### src/rtl/tile_red_pkg.sv
package tile_red_pkg;

    localparam int CH_W    = 8;
    localparam int N_CH    = 3;
    localparam int PIX_W   = CH_W * N_CH;
    localparam int IN_DIM  = 4;
    localparam int OUT_DIM = 3;
    localparam int IN_PIX  = IN_DIM * IN_DIM;
    localparam int OUT_PIX = OUT_DIM * OUT_DIM;
    localparam int IN_W    = IN_PIX * PIX_W;
    localparam int OUT_W   = OUT_PIX * PIX_W;
    localparam int TAPS    = 4;
    localparam int SHIFT   = $clog2(TAPS);
    localparam int SUM_W   = CH_W + SHIFT;
    localparam int BIAS    = TAPS / 2;
    localparam int IDX_W   = $clog2(IN_PIX);

    typedef enum logic {
        RED_CORNER = 1'b0,
        RED_MEAN   = 1'b1
    } red_mode_e;

    typedef logic [PIX_W-1:0]            pixel_t;
    typedef logic [TAPS-1:0][IDX_W-1:0]  quad_sel_t;
    typedef logic [TAPS-1:0][PIX_W-1:0]  quad_pix_t;

    // Source row (or column) pair feeding output line o.
    // Corner-keeping: outer lines repeat the edge line, the middle line
    // spans the two inner lines. Sliding mean: lines o and o+1.
    function automatic int line_lo(red_mode_e m, int o);
        if (m == RED_MEAN) return o;
        return (o == 0) ? 0 : ((o == OUT_DIM - 1) ? IN_DIM - 1 : 1);
    endfunction

    function automatic int line_hi(red_mode_e m, int o);
        if (m == RED_MEAN) return o + 1;
        return (o == 0) ? 0 : ((o == OUT_DIM - 1) ? IN_DIM - 1 : 2);
    endfunction

    // Four source pixel indices for output (oi, oj). A copied corner
    // repeats one pixel four times; an edge pair appears twice each,
    // so one rounded four-tap mean serves all three cases.
    function automatic quad_sel_t pick_sources(red_mode_e m, int oi, int oj);
        quad_sel_t q;
        q[0] = IDX_W'(line_lo(m, oi) * IN_DIM + line_lo(m, oj));
        q[1] = IDX_W'(line_lo(m, oi) * IN_DIM + line_hi(m, oj));
        q[2] = IDX_W'(line_hi(m, oi) * IN_DIM + line_lo(m, oj));
        q[3] = IDX_W'(line_hi(m, oi) * IN_DIM + line_hi(m, oj));
        return q;
    endfunction

endpackage

### src/rtl/tile_avg4.sv
module tile_avg4
    import tile_red_pkg::*;
(
    input  quad_pix_t win_i,
    output pixel_t    pix_o
);

    for (genvar c = 0; c < N_CH; c++) begin : g_ch
        logic [SUM_W-1:0] acc;

        always_comb begin
            acc = SUM_W'(BIAS);
            for (int k = 0; k < TAPS; k++) begin
                acc = acc + SUM_W'(win_i[k][c*CH_W +: CH_W]);
            end
        end

        assign pix_o[c*CH_W +: CH_W] = acc[SHIFT +: CH_W];
    end

endmodule

### src/rtl/tile_reduce_kernel.sv
module tile_reduce_kernel
    import tile_red_pkg::*;
(
    input  red_mode_e          mode_i,
    input  logic [IN_W-1:0]    tile_i,
    output logic [OUT_W-1:0]   tile_o
);

    for (genvar i = 0; i < OUT_DIM; i++) begin : g_row
        for (genvar j = 0; j < OUT_DIM; j++) begin : g_col
            localparam quad_sel_t SEL_C = pick_sources(RED_CORNER, i, j);
            localparam quad_sel_t SEL_M = pick_sources(RED_MEAN, i, j);

            quad_pix_t win;

            for (genvar k = 0; k < TAPS; k++) begin : g_tap
                assign win[k] = (mode_i == RED_CORNER)
                              ? tile_i[int'(SEL_C[k])*PIX_W +: PIX_W]
                              : tile_i[int'(SEL_M[k])*PIX_W +: PIX_W];
            end

            tile_avg4 u_avg (
                .win_i (win),
                .pix_o (tile_o[(i*OUT_DIM + j)*PIX_W +: PIX_W])
            );
        end
    end

endmodule

### src/rtl/tile_reducer.sv
module tile_reducer
    import tile_red_pkg::*;
(
    input  logic             clk,
    input  logic             rst,
    input  logic             in_valid,
    output logic             in_ready,
    input  logic             in_mode,
    input  logic [IN_W-1:0]  in_tile,
    output logic             out_valid,
    input  logic             out_ready,
    output logic [OUT_W-1:0] out_tile
);

    logic [OUT_W-1:0] next_tile;
    logic             accept;

    tile_reduce_kernel u_kernel (
        .mode_i (red_mode_e'(in_mode)),
        .tile_i (in_tile),
        .tile_o (next_tile)
    );

    assign in_ready = !out_valid || out_ready;
    assign accept   = in_valid && in_ready;

    always_ff @(posedge clk) begin
        if (rst) begin
            out_valid <= 1'b0;
            out_tile  <= '0;
        end else if (in_ready) begin
            out_valid <= in_valid;
            if (in_valid) begin
                out_tile <= next_tile;
            end
        end
    end

    // reset empties the output register
    p_reset_clear_r1: assert property (@(posedge clk)
        rst |=> (!out_valid && out_tile == '0));

    // an accepted tile is presented on the next cycle
    p_accept_latency_r7: assert property (@(posedge clk) disable iff (rst)
        accept |=> out_valid);

    // a stalled output holds still and blocks the input
    p_stall_hold_r8: assert property (@(posedge clk) disable iff (rst)
        (out_valid && !out_ready) |=> (out_valid && $stable(out_tile)));

    p_stall_block_r8: assert property (@(posedge clk) disable iff (rst)
        (out_valid && !out_ready) |-> !in_ready);

    // corner-keeping tile copies B00 into S00
    p_corner_copy_r2: assert property (@(posedge clk) disable iff (rst)
        (accept && in_mode == 1'b0) |=> (out_tile[PIX_W-1:0] == $past(in_tile[PIX_W-1:0])));

endmodule

### config.mk
export PLATFORM = sky130hd
export DESIGN_NAME = tile_reducer
export DESIGN_NICKNAME = d
export VERILOG_FILES = /design/src/rtl/tile_red_pkg.sv /design/src/rtl/tile_avg4.sv /design/src/rtl/tile_reduce_kernel.sv /design/src/rtl/tile_reducer.sv
export SDC_FILE = /design/constraint.sdc
export NUM_CORES = 2
export LEC_CHECK = 0
export ABC_CLOCK_PERIOD_IN_PS = 6800
export BUFFER_PORTS_ARGS = -buffer_cell sky130_fd_sc_hd__buf_4
export CELL_PAD_IN_SITES_DETAIL_PLACEMENT = 1
export CELL_PAD_IN_SITES_GLOBAL_PLACEMENT = 1
export CORE_ASPECT_RATIO = 0.5
export CORE_MARGIN = 1
export CORE_UTILIZATION = 35
export CTS_CLUSTER_SIZE = 24
export DETAILED_ROUTE_END_ITERATION = 10
export PLACE_DENSITY_LB_ADDON = 0.2
export SLEW_MARGIN = 20
export SYNTH_ARGS = -nofsm -noshare
export SYNTH_HDL_FRONTEND = slang
export SYNTH_SLANG_ARGS = --single-unit
export TNS_END_PERCENT = 1
### constraint.sdc
create_clock -name clk -period 6.8 [get_ports clk]
set_input_delay 1.36 -clock clk [delete_from_list [all_inputs] [get_ports clk]]
set_output_delay 1.36 -clock clk [all_outputs]
set_load 0.03 [all_outputs]
==> impl_metrics.csv <==
group,metric,value,unit
drt,viasPerCell,5.30,
die,dieArea,89400,um^2
placement,dp_cells,5361,
timing,tightest_slew,1.00,ns
worst_setup_path,worstSetupStartpointType,"primary input",
cts,htree_levels,1,
logic_synthesis,synthAdderAreaFrac,36.7,%
cts,clk_path_buf_depth,3,
timing,setup_viol,0,
pwr,ir_drop,0.219,mV
job,cap_violations,0,
logic_synthesis,synthCells,3698,
timing,finalHoldViolCount,0,
logic_synthesis,synth_ff_type,"dfxtp_1",
drt,wl_per_cell,23.0,um
logic_synthesis,yosysTopAreaCellShare,26.9,%
logic_synthesis,synth_compound_area_share,17.7,%
timing,relSlewSlack,33.2,%
finish,stdcell_count,5414,
logic_synthesis,syn_area_per_cell,8.34,um^2
die,io_pins,607,
finish,nNetsFinal,5267,
cts,numCtsBuffers,28,
placement,gp_congestion,0.962,
cts,root_buffer,"clkbuf_16",
logic_synthesis,ys_seq_area_share,14.1,%
logic_synthesis,synth-async-reset-ratio,0,%
logic_synthesis,syn-num-nets,4744,
timing,rsz0062_at_grt,"no",
timing,fin_worst_skew,0.0191,ns
logic_synthesis,synth-edff-count,0,
drt,finalWirelength,125000,um
pwr,power_density,297,nW/um^2
cts,clock_sinks,217,
finish,syn2layout_area_growth,21.6,%
global_routing,antenna_found_initial,4,
finish,register_area,4340,um^2
worst_setup_path,r2r_end,"out_tile[14]",
die,core_area,86600,um^2
pwr,finalPower,11.1,mW
drt,vias,28700,
drt,dr.pass1.iters,5,
cts,clk_latency,0.62,ns
worst_setup_path,cp-endpoint,"out_tile[198]",
timing,period_minus_slack,5.08,ns
logic_synthesis,synth_simple_gate_area_share,14.8,%
logic_synthesis,yosys_warnings,0,
logic_synthesis,syn-cell-area,30900,um^2
drt,route.detailed.drc,0,
timing,clock.fmax,0.197,GHz
worst_setup_path,path_class,"primary input to flip-flop",
finish,drive_gt1_share,16.8,%
worst_setup_path,crit_path_max_fanout,99,
logic_synthesis,synth_area_leaders,"fa_1 27%, dfxtp_1 14%, ha_1 9.9%",
worst_setup_path,arrival,5.56,ns
logic_synthesis,synth_top_family_by_area,"adder cells",
drt,drtIter0Drc,1547,
finish,multiInputGateArea,23800,um^2
global_routing,grt_pass1_vias,30800,
global_routing,grt_pass1_wl,187000,um
logic_synthesis,ys_types,61,
worst_setup_path,cp_slowest_cell,"fa_1",
logic_synthesis,synth-xor-area-share,4.71,%
global_routing,grt_max_degree,145,
die,start_util,35.6,%
logic_synthesis,synth_largest_area_cell,"fa_1",
die,dieHeight,212,um
min_path,min_path_type,"flip-flop to flip-flop",
pwr,power.leakage,18.3,nW
placement,hpwl,104000,um
die,die_x,422,um
finish,fillers,10400,
worst_setup_path,max_stage_delay,0.48,ns
logic_synthesis,synthMuxAreaShare,3.00,%
cts,path_clk_slew,0.07,ns
global_routing,grt_overflow,0,
global_routing,grt_use_total,27.5,%
worst_setup_path,rrSetupSlack,3.82,ns
logic_synthesis,synth-seq-cells,217,
cts,cts_tree,"yes",
worst_setup_path,required,7.27,ns
logic_synthesis,synth_commonest_cells,"600 x inv_1, 436 x nand2_1, 414 x fa_1, 284 x a21oi_1",
die,rows,76,
logic_synthesis,synth_most_common_cell,"inv_1",
timing,fin_crit_sh,74.8,%
run_status,status,"completed",
worst_setup_path,timing.rr.start,"out_valid",
cts,cts_hold_buffers,0,
timing,setup_tns,0,ns
worst_setup_path,crit_path_end_kind,"flip-flop",
placement,io_buffers,606,
drt,ant_nets,0,
cts,post_cts_resize_count,0,
worst_setup_path,crit_start,"in_mode",
worst_setup_path,r2r_cells,8,
timing,drv_slew,0,
cts,post_cts_buffers,0,
worst_setup_path,crit_chain,"buf_8, buf_4, nand2b_1, and2_1, inv_1, ha_1, nand2_1, nor2_1, xor2_1, fa_1, inv_1, fa_1, ha_1, a21o_1, a31o_2, a31oi_1, xor2_1, o21ai_0",
[registers in the layout, summed over array words and instances, names as in the netlist]
signal	flops
out_valid	1
out_tile	216
[per-stage QoR]
stage | area [um^2] | util, % | hold slack (ns) | setup WS (ns)
finish | 37500 | 43.3 | 0.454 | 1.72
global route | 37500 | 43.3 | 0.472 | 1.42
CTS | 37500 | 43.3 | 0.457 | 1.74
detailed placement | 36600 | 42.3 | 0.445 | 1.11
global placement | 36600 | 42.3 | 0.441 | 1.22
floorplan | 30900 | - | 0.580 | 1.37
[cells by family (layout without fill, tap and decap cells)]
logic type / count (synthesis) / after routing
AND/OR/NAND/NOR: 950 / 950
AO/OA/AOI/OAI: 881 / 881
buffers and inverters: 736 / 1277
adder cells (fa/ha/maj): 657 / 657
flip-flops: 217 / 217
XOR/XNOR: 166 / 166
multiplexers: 91 / 91
other: 0 / 5
[power breakdown]
part           switching (mW)  internal, mW
combinational            4.55          3.08
clock                   0.693         0.851
sequential              0.287          1.67
[final cells by class]
| type | count | area share, % |
|---|---|---|
| Antenna cell | 5 | 0.0333 |
| Clock buffer | 42 | 2.25 |
| Clock inverter | 6 | 0.137 |
| Inverter | 600 | 6.00 |
| Multi-Input combinational cell | 2745 | 63.3 |
| Sequential cell | 217 | 11.6 |
| Tap cell | 1170 | 3.90 |
| Timing Repair Buffer | 629 | 12.8 |
[layout by cell type, fill, tap and decap left out, types with 32 or more instances in the layout]
master,n
o21ai_0,243
ha_1,243
dfxtp_1,217
nor2b_1,36
mux2i_1,79
nand2b_1,56
a211oi_1,52
buf_4,622
nand3_1,72
a21oi_1,284
a21o_1,48
fa_1,414
o21bai_1,32
nor2_1,139
nand2_1,435
xnor2_1,73
xor2_1,93
inv_1,599
[critical path, delay by kind of cell]
family | cells | cell delay (ns)
fa+ha+maj | 4 | 1.52
buf+inv | 4 | 0.93
compound gates | 4 | 0.67
simple gates | 4 | 0.56
xor+xnor | 2 | 0.32
[how the worst min path moves through the flow]
| stage | startpoint | endpoint | slack (ns) | cells past startpoint |
|---|---|---|---|---|
| after global placement | out_tile[44] | out_tile[44] | 0.44 | 2 |
| after CTS | out_tile[113] | out_tile[113] | 0.46 | 2 |
| after global routing | out_tile[16] | out_tile[16] | 0.47 | 2 |
| after detailed placement | out_tile[59] | out_tile[59] | 0.45 | 2 |
| final | out_tile[113] | out_tile[113] | 0.45 | 2 |
| after floorplan | out_tile[104] | out_tile[104] | 0.58 | 2 |
[layer usage]
layer  up-vias  GRT usage [%]  part of all wire [%]  routed length, um
met5         -              0                     0                  0
met4         0           11.2                   4.5               5630
met3       196           3.02                   3.5               4340
met2       584           48.4                    49              61400
met1     14500           34.4                    43              53300
li1      13400              -                     -                  -
Power figures use the tool's default switching activity.
